[src/rtl/rfsh_pkg.sv]
package rfsh_pkg;

  typedef enum logic [1:0] {
    ST_IDLE   = 2'd0,
    ST_SETUP  = 2'd1,
    ST_STROBE = 2'd2,
    ST_RECOV  = 2'd3
  } rf_state_e;

  localparam logic MODE_ROW = 1'b0;
  localparam logic MODE_CTR = 1'b1;

endpackage

[src/rtl/rfsh_rst_sync.sv]
module rfsh_rst_sync (
  input  logic clk,
  input  logic rst_n,
  output logic rst_sync_n
);

  logic [1:0] sync_q;

  always_ff @(posedge clk or negedge rst_n) begin
    if (!rst_n) begin
      sync_q <= 2'b00;
    end else begin
      sync_q <= {sync_q[0], 1'b1};
    end
  end

  assign rst_sync_n = sync_q[1];

endmodule

[src/rtl/rfsh_timer.sv]
module rfsh_timer #(
  parameter int CNT_W = 4
) (
  input  logic             clk,
  input  logic             rst_n,
  input  logic             load,
  input  logic [CNT_W-1:0] load_val,
  input  logic             run,
  output logic             zero
);

  logic [CNT_W-1:0] cnt_q, cnt_d;
  logic             cnt_en;

  always_comb begin
    cnt_en = 1'b0;
    cnt_d  = cnt_q;
    if (load) begin
      cnt_en = 1'b1;
      cnt_d  = load_val;
    end else if (run && (cnt_q != '0)) begin
      cnt_en = 1'b1;
      cnt_d  = cnt_q - 1'b1;
    end
  end

  always_ff @(posedge clk or negedge rst_n) begin
    if (!rst_n) begin
      cnt_q <= '0;
    end else if (cnt_en) begin
      cnt_q <= cnt_d;
    end
  end

  assign zero = (cnt_q == '0);

endmodule

[src/rtl/rfsh_fsm.sv]
module rfsh_fsm
  import rfsh_pkg::*;
#(
  parameter int ROW_W     = 14,
  parameter int OP_CYCLES = 7
) (
  input  logic             clk,
  input  logic             rst_n,
  input  logic             req_valid,
  input  logic             req_mode,
  input  logic [ROW_W-1:0] req_row,
  output logic             req_ready,
  output rf_state_e        state_d,
  output logic             mode_d,
  output logic [ROW_W-1:0] row_d
);

  localparam int STROBE_CYC = OP_CYCLES - 2;
  localparam int CNT_W      = $clog2(STROBE_CYC + 1) + 1;

  rf_state_e        state_q;
  logic             mode_q;
  logic [ROW_W-1:0] row_q;
  logic             cap_en;
  logic             tmr_load;
  logic             tmr_zero;

  always_comb begin
    state_d  = state_q;
    mode_d   = mode_q;
    row_d    = row_q;
    cap_en   = 1'b0;
    tmr_load = 1'b0;
    case (state_q)
      ST_IDLE: begin
        if (req_valid) begin
          cap_en  = 1'b1;
          mode_d  = req_mode;
          row_d   = (req_mode == MODE_ROW) ? req_row : '0;
          state_d = ST_SETUP;
        end
      end
      ST_SETUP: begin
        tmr_load = 1'b1;
        state_d  = ST_STROBE;
      end
      ST_STROBE: begin
        if (tmr_zero) begin
          state_d = ST_RECOV;
        end
      end
      default: begin
        state_d = ST_IDLE;
      end
    endcase
  end

  always_ff @(posedge clk or negedge rst_n) begin
    if (!rst_n) begin
      state_q <= ST_IDLE;
    end else begin
      state_q <= state_d;
    end
  end

  always_ff @(posedge clk or negedge rst_n) begin
    if (!rst_n) begin
      mode_q <= MODE_ROW;
      row_q  <= '0;
    end else if (cap_en) begin
      mode_q <= mode_d;
      row_q  <= row_d;
    end
  end

  rfsh_timer #(.CNT_W(CNT_W)) u_timer (
    .clk      (clk),
    .rst_n    (rst_n),
    .load     (tmr_load),
    .load_val (CNT_W'(STROBE_CYC - 1)),
    .run      (state_q == ST_STROBE),
    .zero     (tmr_zero)
  );

  assign req_ready = (state_q == ST_IDLE);


  held_row_chk: assert property (@(posedge clk) disable iff (!rst_n)
    !req_ready |=> $stable(row_q));

endmodule

[src/rtl/rfsh_pin_drv.sv]
module rfsh_pin_drv
  import rfsh_pkg::*;
#(
  parameter int ROW_W = 14
) (
  input  logic             clk,
  input  logic             rst_n,
  input  rf_state_e        state_d,
  input  logic             mode_d,
  input  logic [ROW_W-1:0] row_d,
  output logic             ras_n,
  output logic             cas_n,
  output logic             we_n,
  output logic [ROW_W-1:0] addr
);

  logic             ras_n_d, cas_n_d;
  logic [ROW_W-1:0] addr_d;

  always_comb begin
    ras_n_d = (state_d != ST_STROBE);
    cas_n_d = !((mode_d == MODE_CTR) &&
                ((state_d == ST_SETUP) || (state_d == ST_STROBE)));
    addr_d  = ((mode_d == MODE_ROW) && (state_d != ST_IDLE)) ? row_d : '0;
  end

  always_ff @(posedge clk or negedge rst_n) begin
    if (!rst_n) begin
      ras_n <= 1'b1;
      cas_n <= 1'b1;
      addr  <= '0;
    end else begin
      ras_n <= ras_n_d;
      cas_n <= cas_n_d;
      addr  <= addr_d;
    end
  end

  assign we_n = 1'b1;


  addr_setup_hold_chk: assert property (@(posedge clk) disable iff (!rst_n)
    !ras_n |-> $stable(addr));


  cas_first_chk: assert property (@(posedge clk) disable iff (!rst_n)
    ($fell(ras_n) && !cas_n) |-> !$past(cas_n));


  cas_not_late_chk: assert property (@(posedge clk) disable iff (!rst_n)
    $fell(cas_n) |-> ras_n);

endmodule

[src/rtl/rfsh_dev_model.sv]
module rfsh_dev_model #(
  parameter int ROW_W = 14,
  parameter int ROWS  = 16384
) (
  input  logic             clk,
  input  logic             rst_n,
  input  logic             ras_n,
  input  logic             cas_n,
  input  logic [ROW_W-1:0] addr,
  output logic [ROW_W-1:0] row_ptr,
  output logic [ROW_W-1:0] last_row
);

  localparam logic [ROW_W-1:0] LAST_IDX = ROW_W'(ROWS - 1);

  logic             ras_prev_q;
  logic             ras_fall;
  logic             ptr_en;
  logic             last_en;
  logic [ROW_W-1:0] ptr_d, last_d;

  assign ras_fall = ras_prev_q && !ras_n;

  always_comb begin
    ptr_en  = 1'b0;
    last_en = 1'b0;
    ptr_d   = row_ptr;
    last_d  = last_row;
    if (ras_fall) begin
      last_en = 1'b1;
      if (!cas_n) begin
        ptr_en = 1'b1;
        last_d = row_ptr;
        ptr_d  = (row_ptr == LAST_IDX) ? '0 : row_ptr + 1'b1;
      end else begin
        last_d = addr;
      end
    end
  end

  always_ff @(posedge clk or negedge rst_n) begin
    if (!rst_n) begin
      ras_prev_q <= 1'b1;
    end else begin
      ras_prev_q <= ras_n;
    end
  end

  always_ff @(posedge clk or negedge rst_n) begin
    if (!rst_n) begin
      row_ptr <= '0;
    end else if (ptr_en) begin
      row_ptr <= ptr_d;
    end
  end

  always_ff @(posedge clk or negedge rst_n) begin
    if (!rst_n) begin
      last_row <= '0;
    end else if (last_en) begin
      last_row <= last_d;
    end
  end


  ptr_range_chk: assert property (@(posedge clk) disable iff (!rst_n)
    row_ptr <= LAST_IDX);


  ptr_hold_chk: assert property (@(posedge clk) disable iff (!rst_n)
    (ras_fall && cas_n) |=> $stable(row_ptr));

endmodule

[src/rtl/rfsh_cmd_seq.sv]
module rfsh_cmd_seq
  import rfsh_pkg::*;
#(
  parameter int ROW_W     = 14,
  parameter int ROWS      = 16384,
  parameter int OP_CYCLES = 7
) (
  input  logic             clk,
  input  logic             rst_n,
  input  logic             req_valid,
  output logic             req_ready,
  input  logic             req_mode,
  input  logic [ROW_W-1:0] req_row,
  output logic             ras_n,
  output logic             cas_n,
  output logic             we_n,
  output logic [ROW_W-1:0] addr,
  output logic [ROW_W-1:0] dev_row_ptr,
  output logic [ROW_W-1:0] dev_last_row
);

  localparam int BUSY_W = $clog2(OP_CYCLES + 1) + 1;

  logic             rst_sync_n;
  rf_state_e        state_d;
  logic             mode_d;
  logic [ROW_W-1:0] row_d;

  rfsh_rst_sync u_rst (
    .clk        (clk),
    .rst_n      (rst_n),
    .rst_sync_n (rst_sync_n)
  );

  rfsh_fsm #(.ROW_W(ROW_W), .OP_CYCLES(OP_CYCLES)) u_fsm (
    .clk       (clk),
    .rst_n     (rst_sync_n),
    .req_valid (req_valid),
    .req_mode  (req_mode),
    .req_row   (req_row),
    .req_ready (req_ready),
    .state_d   (state_d),
    .mode_d    (mode_d),
    .row_d     (row_d)
  );

  rfsh_pin_drv #(.ROW_W(ROW_W)) u_pins (
    .clk     (clk),
    .rst_n   (rst_sync_n),
    .state_d (state_d),
    .mode_d  (mode_d),
    .row_d   (row_d),
    .ras_n   (ras_n),
    .cas_n   (cas_n),
    .we_n    (we_n),
    .addr    (addr)
  );

  rfsh_dev_model #(.ROW_W(ROW_W), .ROWS(ROWS)) u_model (
    .clk      (clk),
    .rst_n    (rst_sync_n),
    .ras_n    (ras_n),
    .cas_n    (cas_n),
    .addr     (addr),
    .row_ptr  (dev_row_ptr),
    .last_row (dev_last_row)
  );

  logic [BUSY_W-1:0] busy_len_q;

  always_ff @(posedge clk or negedge rst_sync_n) begin
    if (!rst_sync_n) begin
      busy_len_q <= '0;
    end else if (req_ready) begin
      busy_len_q <= '0;
    end else begin
      busy_len_q <= busy_len_q + 1'b1;
    end
  end


  busy_len_chk: assert property (@(posedge clk) disable iff (!rst_sync_n)
    $rose(req_ready) |-> (busy_len_q == BUSY_W'(OP_CYCLES)));


  idle_strobes_chk: assert property (@(posedge clk) disable iff (!rst_sync_n)
    req_ready |-> (ras_n && cas_n));


  recovery_chk: assert property (@(posedge clk) disable iff (!rst_sync_n)
    $rose(req_ready) |-> ($past(ras_n) && $past(cas_n)));


  we_high_chk: assert property (@(posedge clk) disable iff (!rst_sync_n)
    we_n);

endmodule

[config.mk]
export PLATFORM = sky130hd
export DESIGN_NAME = rfsh_cmd_seq
export DESIGN_NICKNAME = d
export VERILOG_FILES = /design/src/rtl/rfsh_pkg.sv /design/src/rtl/rfsh_rst_sync.sv /design/src/rtl/rfsh_timer.sv /design/src/rtl/rfsh_fsm.sv /design/src/rtl/rfsh_pin_drv.sv /design/src/rtl/rfsh_dev_model.sv /design/src/rtl/rfsh_cmd_seq.sv
export SDC_FILE = /design/constraint.sdc
export NUM_CORES = 1
export LEC_CHECK = 0
export CORE_ASPECT_RATIO = 1.2
export CORE_MARGIN = 10
export CORE_UTILIZATION = 56
export DETAILED_ROUTE_END_ITERATION = 6
export HOLD_SLACK_MARGIN = 0.15
export PLACE_DENSITY = 0.91
export SYNTH_ARGS = -nofsm -noshare
export SYNTH_HDL_FRONTEND = slang
export SYNTH_HIERARCHICAL = 1
export SYNTH_SLANG_ARGS = --single-unit
[constraint.sdc]
create_clock -name clk -period 6.1 [get_ports clk]
set_input_delay 1.22 -clock clk [delete_from_list [all_inputs] [get_ports clk]]
set_output_delay 1.22 -clock clk [all_outputs]
set_load 0.02 [all_outputs]
==> run summary <==
Routed vias - 2291
Worst Path Required - 4880 ps
Final setup fails - 0
Grt total ovfl - 0
Peak Freq - 314 MHz
Tmin final - 3180 ps
Clock Sinks - 68
CTS Hold Bufs - 0
Critical Path AT - 1960 ps
Initial core utilization - 56.8%
Post-CTS setup buffer count - 0
Horiz. Die Dim - 91.1 µm
Rel. slew slack - 44.1%
Routability cong. - 0.783
WL per Instance - 16.8 µm
TritonRoute pass-1 iters - 4
Status - finished clean
Pleak - 1.92 nW
Post-synth top flop - dfrtp_1
Skew final - 10.1 ps
Total CTS buffers - 9
DRT iter0 DRCs - 120
Sequential share of the synthesized area - 50.3%
Commonest cells after routing, fill and taps aside - 64 x dfrtp_1, 62 x clkdlybuf4s50_1, 28 x mux2_2, 24 x nand2_1, 20 x o21ai_0
Startpoint types - flop
Buf/Inv on CP - 1
Max incr delay on CP - 900 ps
Clk Latency, worst-skew pair - 340 ps
Layout cells sized above 1 - 21.2%
Count of different cell masters after synthesis - 47
Initial antenna violation count - 0
PostCTS Resize Cnt - 0
# rows - 31
Via density - 5.32
Vias in the first global route - 2457
Reported max-cap violation count - 0
Async SR Flop Fraction - 100%
Critical Path, Cell by Cell - clkdlybuf4s50_1
H-Tree Depth - 3
Fill cells - 444
Fin crit share - 52.2%
Min-Delay Path Class - reg -> reg
DP Wirelength - 5250 µm
Fin. max-slew vios - 0
Port Buf Inserts - 62
Final setup TNS - 0 ps
Total GRT Usage - 15.5%
CP max stage cell - dfstp_2
Max FO, Critical Path - 18
Commonest non-fill, non-tap cell in the layout - dfrtp_1
Core region area - 0.00597 mm²
Worst-margin pin slew - 838 ps
Total die area - 0.00959 mm²
CTS max path bufs - 2
Avg Inst Size Synth - 12.1 µm²
Die Ht - 105 µm
Clk slew on worst S/H paths - 70 ps
CTS tree - built
PwrDens - 476 mW/mm²
Final core occ - 71.0%
Overall Power - 2.02 mW
Final hold violation count - 0
IO Count - 64
Post-Layout Cell Count - 431
Syn Std Cell Area - 0.00339 mm²
RSZ-0062 raised after global routing - false
P&R area growth vs syn - 24.9%
Critical Path End Type - output port
Ant. Diodes - 0
Largest net degree at the start of global routing - 67
Setup CP Type - reg -> out
Syn. warnings - 6
First-pass GRT wire length - 12100 µm
Nets - 370
DRC errors left - 0
Placed insts - 415
Peak VDD IR - 0.270 mV
Routed WL - 7250 µm
Post-synth EDFFs - 0
Routed Antenna Nets - 0
CP top delay family - flip-flops
#FFs+latches synth - 68
Cell count after synthesis - 281
Clock root cell - clkbuf_8
## Yosys cell counts (all sizes together) (4+ instances only)
master	instances	share of area, %
nor3b	16	5.3
xnor2	9	2.3
nor4	5	1.9
nor2b	9	1.7
o21ai	20	2.9
nand2	26	3.2
conb	4	0.44
buf	11	2.8
mux2	30	10
nor3	6	0.88
nand3	6	1.4
and2b	6	1.3
mux2i	14	4.1
inv	9	1.0
nand4	4	0.74
a21oi	5	0.74
nor2	7	0.77
dfrtp	65	48
ha	8	2.9
## per-layer routing
layer  track usage (%)  vias to the layer above  share of wire (%)
li1                  -                     1093                  -
met2              27.0                       68                 54
met3              4.68                       14                4.9
met5                 0                        -                  0
met1              16.6                     1116                 39
met4              7.96                        0                2.4
## path summary, 6_finish.rpt
kind                       slack (ps)                    from                to  depth (start not counted)
setup reg to reg                 3490  u_fsm/u_timer/cnt_q[0]    u_pins/addr[8]                          8
hold / removal                    350         u_rst/sync_q[0]   u_rst/sync_q[1]                          0
min in group asynchronous         440         u_rst/sync_q[1]  u_fsm/state_q[1]                          1
max in group asynchronous        4930                   rst_n   u_rst/sync_q[1]                          1
setup / recovery                 2920            u_pins/cas_n             cas_n                          1
hold reg to reg                   350         u_rst/sync_q[0]   u_rst/sync_q[1]                          0
## power breakdown
group / internal (mW) / switching, mW / total, mW / leakage [nW]
combinational: 0.424 / 0.438 / 0.862 / 0.935
sequential: 0.624 / 0.149 / 0.774 / 0.881
clock: 0.212 / 0.170 / 0.382 / 0.102
total: 1.26 / 0.758 / 2.02 / 1.92
## cell families (layout without fill, tap and decap cells)
kind of cell / count (synthesis) / count (layout) / share of synthesized area, %
mux: 44 / 44 / 14.3
other cells: 4 / 6 / 0.442
compound gates: 29 / 29 / 4.61
fa+ha+maj: 8 / 8 / 2.95
buf+inv: 22 / 88 / 4.06
xor+xnor: 11 / 11 / 2.84
simple gates: 95 / 95 / 20.5
flops: 68 / 68 / 50.3
## state kept, by name (all words and copies together) (netlist names)
register	flops
u_model/row_ptr	14
u_pins/ras_n	1
u_pins/cas_n	1
u_fsm/u_timer/cnt_q	4
u_fsm/row_q	14
u_pins/addr	14
u_fsm/mode_q	1
u_fsm/state_q	2
u_model/last_row	14
u_rst/sync_q	2
u_model/ras_prev_q	1
## metrics by stage
| stage | setup slack (ps) | area (µm²) | hold slack [ps] |
|---|---|---|---|
| floorplan | 3940 | 3400 | 331 |
| global placement | 3180 | 4030 | 337 |
| detailed placement | 3140 | 4030 | 339 |
| CTS | 2890 | 4240 | 355 |
| global route | 2870 | 4240 | 373 |
| finish | 2920 | 4240 | 353 |
## area by class of cell
type	instances	area, µm²	share of cell area, %
clock buffer	11	151	3.57
timing repair buffer	63	628	14.8
sequential	68	1710	40.3
tap	82	103	2.42
inverter	9	33.8	0.797
clock inverter	5	58.8	1.39
multi-input combinational	193	1560	36.7
No activity file was read; power rests on OpenSTA's default activity.
